$ cat src/rtl/pwr_wake_pkg.sv
package pwr_wake_pkg;

  typedef enum logic [2:0] {
    ST_RUN  = 3'd0,
    ST_IDLE = 3'd1,
    ST_PD   = 3'd2,
    ST_TPD  = 3'd3,
    ST_WAIT = 3'd4
  } pwrState_t;

  localparam logic [1:0] MODE_RUN  = 2'b00;
  localparam logic [1:0] MODE_IDLE = 2'b01;
  localparam logic [1:0] MODE_PD   = 2'b10;
  localparam logic [1:0] MODE_TPD  = 2'b11;

  localparam logic [1:0] SRC_XTAL = 2'b00;
  localparam logic [1:0] SRC_RC   = 2'b01;

  localparam int N_IRQ   = 5;
  localparam int IRQ_BOD = 0;
  localparam int IRQ_KBD = 1;
  localparam int IRQ_RTC = 2;
  localparam int IRQ_WDT = 3;
  localparam int IRQ_CMP = 4;

  localparam int N_RST   = 2;
  localparam int RST_BOD = 0;
  localparam int RST_WDT = 1;

  typedef struct packed {
    logic cntStart;
    logic fire;
    logic fireRst;
  } ctrlStrobe_t;

endpackage

$ cat src/rtl/pwr_wake_qual.sv
module pwr_wake_qual
  import pwr_wake_pkg::*;
(
  input  pwrState_t        state,
  input  logic [N_IRQ-1:0] wakeIrq,
  input  logic [N_IRQ-1:0] intEn,
  input  logic             globalIntEn,
  input  logic [N_RST-1:0] wakeRst,
  input  logic [N_RST-1:0] rstEn,
  input  logic             wdClkSel,
  input  logic             cmpPd,
  output logic             wakeHit,
  output logic             wakeIsRst
);

  logic lowPwr;
  logic totalPd;
  logic [N_IRQ-1:0] irqHit;
  logic [N_RST-1:0] rstHit;

  assign lowPwr  = (state == ST_PD) || (state == ST_TPD);
  assign totalPd = (state == ST_TPD);

  // Per-source survival in the power-down modes
  for (genvar i = 0; i < N_IRQ; i++) begin : g_irq
    logic alive;
    always_comb begin
      alive = 1'b1;
      if (lowPwr) begin
        if (i == IRQ_WDT) alive = wdClkSel;
        if (i == IRQ_CMP) alive = !cmpPd && !totalPd;
        if (i == IRQ_BOD) alive = !totalPd;
      end
    end
    assign irqHit[i] = wakeIrq[i] & intEn[i] & alive;
  end

  for (genvar j = 0; j < N_RST; j++) begin : g_rst
    logic alive;
    always_comb begin
      alive = 1'b1;
      if (lowPwr) begin
        if (j == RST_WDT) alive = wdClkSel;
        if (j == RST_BOD) alive = !totalPd;
      end
    end
    assign rstHit[j] = wakeRst[j] & rstEn[j] & alive;
  end

  assign wakeIsRst = |rstHit;
  assign wakeHit   = wakeIsRst | (globalIntEn & (|irqHit));

endmodule

$ cat src/rtl/pwr_wake_fsm.sv
module pwr_wake_fsm
  import pwr_wake_pkg::*;
(
  input  logic        clk,
  input  logic        rstN,
  input  logic        modeWr,
  input  logic [1:0]  modeReq,
  input  logic        wakeHit,
  input  logic        wakeIsRst,
  input  logic        cntDone,
  output pwrState_t   state,
  output logic [1:0]  modeCur,
  output ctrlStrobe_t strb
);

  pwrState_t  stateNx;
  logic [1:0] modeReg, modeNx;
  logic       kindRst, kindNx;

  always_comb begin
    stateNx = state;
    modeNx  = modeReg;
    kindNx  = kindRst;
    strb    = '0;
    unique case (state)
      ST_RUN: begin
        if (modeWr && modeReq != MODE_RUN) begin
          modeNx = modeReq;
          unique case (modeReq)
            MODE_IDLE: stateNx = ST_IDLE;
            MODE_PD:   stateNx = ST_PD;
            default:   stateNx = ST_TPD;
          endcase
        end
      end
      ST_IDLE: begin
        if (wakeHit) begin
          stateNx      = ST_RUN;
          modeNx       = MODE_RUN;
          strb.fire    = 1'b1;
          strb.fireRst = wakeIsRst;
        end
      end
      ST_PD, ST_TPD: begin
        if (wakeHit) begin
          stateNx       = ST_WAIT;
          kindNx        = wakeIsRst;
          strb.cntStart = 1'b1;
        end
      end
      ST_WAIT: begin
        if (cntDone) begin
          stateNx      = ST_RUN;
          modeNx       = MODE_RUN;
          strb.fire    = 1'b1;
          strb.fireRst = kindRst;
        end
      end
      default: stateNx = ST_RUN;
    endcase
  end

  always_ff @(posedge clk or negedge rstN) begin
    if (!rstN) begin
      state   <= ST_RUN;
      modeReg <= MODE_RUN;
      kindRst <= 1'b0;
    end else begin
      state   <= stateNx;
      modeReg <= modeNx;
      kindRst <= kindNx;
    end
  end

  assign modeCur = modeReg;


  run_mode_zero_chk: assert property (@(posedge clk) disable iff (!rstN)
    (state == ST_RUN) |-> (modeReg == MODE_RUN));


  run_holds_chk: assert property (@(posedge clk) disable iff (!rstN)
    (state == ST_RUN && !modeWr) |=> (state == ST_RUN));


  idle_wake_chk: assert property (@(posedge clk) disable iff (!rstN)
    (state == ST_IDLE && wakeHit) |=> (state == ST_RUN));


  wait_hold_chk: assert property (@(posedge clk) disable iff (!rstN)
    (state == ST_WAIT && !cntDone) |=> (state == ST_WAIT));

endmodule

$ cat src/rtl/pwr_wake_dp.sv
module pwr_wake_dp
  import pwr_wake_pkg::*;
#(
  parameter int XTAL_WAIT = 1024,
  parameter int RC_WAIT   = 256
) (
  input  logic        clk,
  input  logic        rstN,
  input  pwrState_t   state,
  input  ctrlStrobe_t strb,
  input  logic [1:0]  clkSrcSel,
  input  logic        rtcEn,
  input  logic        rtcOnXtal,
  input  logic        rtcPd,
  input  logic        cmpPd,
  output logic        cntDone,
  output logic        cpuClkEn,
  output logic        periphClkEn,
  output logic        mainOscEn,
  output logic        rcOscEn,
  output logic        bodEn,
  output logic        cmpEn,
  output logic        wakeIntPulse,
  output logic        wakeRstPulse
);

  localparam int MAX_WAIT = (XTAL_WAIT > RC_WAIT) ? XTAL_WAIT : RC_WAIT;
  localparam int CNT_W    = $clog2(MAX_WAIT + 1);
  localparam logic [CNT_W-1:0] XTAL_LIM = CNT_W'(XTAL_WAIT);
  localparam logic [CNT_W-1:0] RC_LIM   = CNT_W'(RC_WAIT);

  logic [CNT_W-1:0] cnt;
  logic [CNT_W-1:0] limReg;
  logic             lowPwr;
  logic             rtcXtalKeep;

  // Startup counter, limit picked from the source at the wake
  always_ff @(posedge clk or negedge rstN) begin
    if (!rstN) begin
      cnt    <= '0;
      limReg <= XTAL_LIM;
    end else if (strb.cntStart) begin
      cnt    <= '0;
      limReg <= (clkSrcSel == SRC_XTAL) ? XTAL_LIM : RC_LIM;
    end else if (state == ST_WAIT) begin
      cnt <= cnt + 1'b1;
    end
  end

  assign cntDone = (state == ST_WAIT) && (cnt == limReg - 1'b1);

  // Completion pulses
  always_ff @(posedge clk or negedge rstN) begin
    if (!rstN) begin
      wakeIntPulse <= 1'b0;
      wakeRstPulse <= 1'b0;
    end else begin
      wakeIntPulse <= strb.fire & !strb.fireRst;
      wakeRstPulse <= strb.fire & strb.fireRst;
    end
  end

  // Enables per state and configuration
  assign lowPwr      = (state == ST_PD) || (state == ST_TPD);
  assign rtcXtalKeep = rtcEn & rtcOnXtal;

  assign cpuClkEn    = (state == ST_RUN);
  assign periphClkEn = !lowPwr;
  assign mainOscEn   = lowPwr ? (rtcXtalKeep & !rtcPd)
                              : ((clkSrcSel == SRC_XTAL) | rtcXtalKeep);
  assign rcOscEn     = (clkSrcSel == SRC_RC) & (!lowPwr | rtcEn);
  assign bodEn       = (state != ST_TPD);
  assign cmpEn       = (state != ST_TPD) & !cmpPd;


  pulse_excl_chk: assert property (@(posedge clk) disable iff (!rstN)
    $onehot0({wakeIntPulse, wakeRstPulse}));


  int_pulse_once_chk: assert property (@(posedge clk) disable iff (!rstN)
    wakeIntPulse |=> !wakeIntPulse);


  rst_pulse_once_chk: assert property (@(posedge clk) disable iff (!rstN)
    wakeRstPulse |=> !wakeRstPulse);


  cnt_bound_chk: assert property (@(posedge clk) disable iff (!rstN)
    (state == ST_WAIT) |-> (cnt < limReg));

endmodule

$ cat src/rtl/pwr_wake_ctrl.sv
module pwr_wake_ctrl
  import pwr_wake_pkg::*;
#(
  parameter int XTAL_WAIT = 1024,
  parameter int RC_WAIT   = 256
) (
  input  logic       clk,
  input  logic       rstN,
  input  logic       modeWr,
  input  logic [1:0] modeReq,
  input  logic [1:0] clkSrcSel,
  input  logic       rtcEn,
  input  logic       rtcOnXtal,
  input  logic       rtcPd,
  input  logic       wdClkSel,
  input  logic       cmpPd,
  input  logic       globalIntEn,
  input  logic [4:0] intEn,
  input  logic [1:0] rstEn,
  input  logic [4:0] wakeIrq,
  input  logic [1:0] wakeRst,
  output logic [1:0] modeCur,
  output logic       cpuClkEn,
  output logic       periphClkEn,
  output logic       mainOscEn,
  output logic       rcOscEn,
  output logic       bodEn,
  output logic       cmpEn,
  output logic       wakeIntPulse,
  output logic       wakeRstPulse
);

  pwrState_t   state;
  ctrlStrobe_t strb;
  logic        wakeHit;
  logic        wakeIsRst;
  logic        cntDone;

  pwr_wake_qual u_qual (
    .state       (state),
    .wakeIrq     (wakeIrq),
    .intEn       (intEn),
    .globalIntEn (globalIntEn),
    .wakeRst     (wakeRst),
    .rstEn       (rstEn),
    .wdClkSel    (wdClkSel),
    .cmpPd       (cmpPd),
    .wakeHit     (wakeHit),
    .wakeIsRst   (wakeIsRst)
  );

  pwr_wake_fsm u_fsm (
    .clk       (clk),
    .rstN      (rstN),
    .modeWr    (modeWr),
    .modeReq   (modeReq),
    .wakeHit   (wakeHit),
    .wakeIsRst (wakeIsRst),
    .cntDone   (cntDone),
    .state     (state),
    .modeCur   (modeCur),
    .strb      (strb)
  );

  pwr_wake_dp #(
    .XTAL_WAIT (XTAL_WAIT),
    .RC_WAIT   (RC_WAIT)
  ) u_dp (
    .clk          (clk),
    .rstN         (rstN),
    .state        (state),
    .strb         (strb),
    .clkSrcSel    (clkSrcSel),
    .rtcEn        (rtcEn),
    .rtcOnXtal    (rtcOnXtal),
    .rtcPd        (rtcPd),
    .cmpPd        (cmpPd),
    .cntDone      (cntDone),
    .cpuClkEn     (cpuClkEn),
    .periphClkEn  (periphClkEn),
    .mainOscEn    (mainOscEn),
    .rcOscEn      (rcOscEn),
    .bodEn        (bodEn),
    .cmpEn        (cmpEn),
    .wakeIntPulse (wakeIntPulse),
    .wakeRstPulse (wakeRstPulse)
  );

endmodule

$ cat config.mk
export PLATFORM = sky130hd
export DESIGN_NAME = pwr_wake_ctrl
export DESIGN_NICKNAME = d
export VERILOG_FILES = /design/src/rtl/pwr_wake_pkg.sv /design/src/rtl/pwr_wake_qual.sv /design/src/rtl/pwr_wake_fsm.sv /design/src/rtl/pwr_wake_dp.sv /design/src/rtl/pwr_wake_ctrl.sv
export SDC_FILE = /design/constraint.sdc
export NUM_CORES = 1
export LEC_CHECK = 0
export BUFFER_PORTS_ARGS = -buffer_cell sky130_fd_sc_hd__buf_2
export CORE_AREA = 4 4 54 56
export CTS_CLUSTER_DIAMETER = 200
export DETAILED_ROUTE_END_ITERATION = 7
export DIE_AREA = 0 0 58 60
export PLACE_DENSITY = 0.84
export SYNTH_ARGS = -nofsm -noshare
export SYNTH_HDL_FRONTEND = slang
export SYNTH_HIERARCHICAL = 1
export SYNTH_SLANG_ARGS = --single-unit
$ cat constraint.sdc
create_clock -name clk -period 7 [get_ports clk]
set_clock_uncertainty 0.15 [all_clocks]
set_input_delay 1.05 -clock clk [delete_from_list [all_inputs] [get_ports clk]]
set_output_delay 1.05 -clock clk [all_outputs]
set_load 0.01 [all_outputs]
==> flow_results.org <==
** Power
- Combinational fraction of design power :: 8.7%
- Cell internal power was estimated by the tool at 0.151 mW.
- Pwr Density :: 134 mW/mm^2
- Leakage power :: 0.713 nW
- The clock network is responsible for 30.3% of the overall power.
- Net Switching :: 0.0476 mW
- Sequential share of power :: 61.0%
- The worst-case IR drop observed on VDD is 0.0000850 V.
- Switching share of power :: 23.9%

** GRT
- First-pass GRT wire length :: 4670 microns
- Vias in the first global route :: 1,156
- Entering global routing, the biggest net connects 22 pins.
- Global routing used 17.2% of the available tracks across all layers.
- The initial antenna violation count came to 0.
- Grt total ovfl :: 0

** Drt
- For this block, the routed nets add up to 2850 microns of wire.
- Vias per cell :: 5.76
- After detailed routing, the number of remaining DRC violations is 0.
- The detail route stage leaves a number of antenna-violating nets equal to 0.
- DRT Pass-1 Iters :: 4
- Initial DRC count :: 52
- Via count :: 1,164
- DR WL/cell :: 14.1 microns

** Clock tree
- Clock tree synthesis inserted a total of 3 buffers.
- Clock root cell :: clkbuf_4
- Buffers inserted to repair hold after CTS numbered 0.
- Once the clock tree was built, the resizer swapped 0 gates to a different size.
- Clock latency on the worst-skew pair :: 0.31 ns
- Count of buffers added by post-CTS timing repair for setup :: 0
- CTS saw 21 sinks.
- The clock passes through at most 2 buffers.
- TritonCTS built the clock tree.
- CTS built an H-tree with a depth of 1.
- Clock transition at path regs :: 0.13 ns

** Synth
- Main area contributors after synthesis :: dfrtp_1 (39%), nor2_1 (4.7%), nand3_1 (3.9%)
- Register bit total from synthesis :: 21
- After synthesis the cells add up to 0.00128 sq mm.
- The number of nets in the synthesized netlist is 165.
- By count the netlist is led by dfrtp_1 (20), nor2_1 (16), nand2_1 (11).
- Most numerous cell in the Yosys netlist :: dfrtp_1
- Proportion of netlist area held by the largest area contributor :: 39.0%
- In the synthesized netlist, the number of instances is 137.
- Summed over all instances, the cell type with the most area after synthesis is dfrtp_1.
- Warnings from Yosys :: 6
- Fraction of registers with async set or reset after synthesis :: 100%
- The synthesized netlist contains 45 unique library cells.
- After synthesis, flip-flops and latches occupy 41.1% of the total area.
- Dividing the synthesized area by the synthesized cell count gives 9.36 sq um.
- Number of synthesized flops with an enable pin :: 0
- For this run, the leading register cell type out of synthesis is dfrtp_1.

** Placed design
- Timing analysis after detailed placement gives a worst setup slack of 3.91 ns.
- Number of port buffers :: 36
- DP HPWL :: 2180 microns
- Placed Cells incl. Taps :: 198
- Routability-driven placement finished with a final weighted congestion of 0.776.

** Die
- The floorplan step defined a core boundary enclosing 0.00243 sq mm.
- During I/O placement, the number of pins put on the boundary was 37.
- The floorplan has 18 rows.
- The die is 58 microns wide.
- The floorplan step defined a die boundary enclosing 0.00348 sq mm.
- Die outline height :: 60 microns
- The initial utilization of the core area, before any placement, comes to 52.7%.

** Timing
- Max Clock Freq :: 0.339 GHz
- Post-Route Setup TNS :: 0 ns
- Max-slew headroom at the worst pin :: 64.7%
- Time the worst path needs with I/O delays and setup :: 2.95 ns
- Setup repair after global routing left no endpoint under its margin.
- Pins over their slew limit :: 0
- For the pin with the worst max-slew slack, the measured transition is 0.528 ns.
- Setup-failing EPs final :: 0
- Fin. Hold Viols :: 0
- The worst path meets setup with 4.05 ns of slack.
- The worst path uses 42.2% of the clock period.

** Layout
- The area growth from synthesis to layout is 15.9%.
- Final net count :: 201
- Once layout is complete, the cells apart from fillers number 202.
- 0 antenna diodes ended up in the layout.
- Counting the fill cells in the layout gives 217.
- In the final layout, flip-flops and latches occupy 527 sq um.
- Fraction of final layout cells with drive strength greater than 1 :: 30.2%
- The multi-input combinational cells in the finished layout cover a total of 692 sq um.

** Status
- The run finished with clean final reports.

** Setup path
- Critical path class :: flip-flop to output pin
- Arr. time, crit path :: 1.75 ns
- STA classifies the critical path endpoint as an output pin.
- Across all register-to-register paths, the minimum setup slack is 4.28 ns.
- Depth of the worst register-to-register path :: 9
- In this run the worst path has a maximum fanout of 16.
- Data on the critical path is required at its endpoint by 5.80 ns.
- Kind of start point of the critical path :: flip-flop

** Flow run
- Max-capacitance violation count :: 0

** Worst hold path
- Counting instances, the worst hold path has a depth of 1.
- Kind of path behind the tightest hold check :: flip-flop to flip-flop
==> placed cells by master, fill, tap and decap left out, types with 2 or more instances in the layout <==
cell      instances
dfrtp_1          20
nand2_1          11
nor2_1           16
or4_1             3
mux2_2            3
xor2_1            2
nand3_1          10
a21oi_1           8
a31oi_1           2
clkbuf_4          3
a22oi_1           2
mux2i_1           2
o31ai_1           3
inv_1             6
nor4_1            2
and2_1            2
buf_2            36
o21ai_0           2
mux2_1            3
nor2b_1           7
nor3b_1           2
o211ai_1          2
nor3_1            2
==> power by group through the flow <==
stage	clock (mW)	sequential [mW]	combinational, mW
floorplan	0	0.124	0.00547
global route	0.0648	0.121	0.0193
global placement	0	0.124	0.0169
CTS	0.0622	0.121	0.0175
finish	0.0602	0.121	0.0173
detailed placement	0	0.124	0.0174
==> area by class of cell <==
class                      count  area share, %
multi-input combinational    105           46.5
sequential                    21           35.4
timing repair buffer          36           12.1
tap                           30           2.53
clock buffer                   3           1.52
inverter                       6           1.52
clock inverter                 1          0.337
==> logic make-up after synthesis <==
| group | count (synthesis) | share of synthesized area, % |
|---|---|---|
| xor gates and xnor gates | 3 | 2.05 |
| adders and majority gates | 1 | 0.975 |
| DFF | 21 | 41.1 |
| buffers and inverters | 11 | 4.98 |
| muxes | 8 | 6.83 |
| AOI/OAI and AO/OA | 25 | 13.0 |
| and+or+nand+nor | 68 | 31.1 |
==> worst max-delay path, cell delays in order, from the launching register on <==
cell     delay (ns)
dfrtp_1        0.68
and2b_1        0.28
inv_1          0.10
nor2_1         0.05
nor3b_1        0.17
buf_2          0.16
==> stage by stage <==
step,hold slack (ns),instance area (sq um),utilization (%),power (mW)
4_1_cts,0.385,1490,61.1,0.201
3_3_place_gp,0.345,1460,60.0,0.140
5_1_grt,0.398,1490,61.1,0.205
2_1_floorplan,0.330,1280,-,0.129
6_report,0.392,1490,61.1,0.199
3_5_place_dp,0.356,1460,60.0,0.141
==> registers in the layout (all words and copies together), names as in the netlist <==
register	count
u_fsm/modeCur	2
u_dp/cnt	11
u_fsm/kindRst	1
u_dp/wakeIntPulse	1
u_dp/limReg	2
u_dp/wakeRstPulse	1
u_fsm/state	3
==> per-layer routing <==
metal  vias to the layer above  global-route usage, %  routed length [microns]
li1                        568                      -                        -
met1                       569                   19.5                     1150
met2                        23                   32.6                     1550
met3                         4                   2.59                      109
met4                         0                   6.29                       38
met5                         -                      0                        0
==> worst paths after layout <==
| check | start | end |
|---|---|---|
| worst max register to register | u_fsm/state[2]$_DFFE_PN0P_ | u_dp/cnt[8]$_DFFE_PN0P_ |
| worst min-delay path | u_fsm/kindRst$_DFFE_PN0P_ | u_fsm/kindRst$_DFFE_PN0P_ |
| min in group asynchronous | rstN | u_fsm/state[2]$_DFFE_PN0P_ |
| max in group asynchronous | rstN | u_dp/limReg[10]$_DFFE_PN1P_ |
| worst min register to register | u_fsm/kindRst$_DFFE_PN0P_ | u_fsm/kindRst$_DFFE_PN0P_ |
| worst max-delay path | u_fsm/state[2]$_DFFE_PN0P_ | rcOscEn |
No activity file was read; power rests on OpenSTA's default activity.
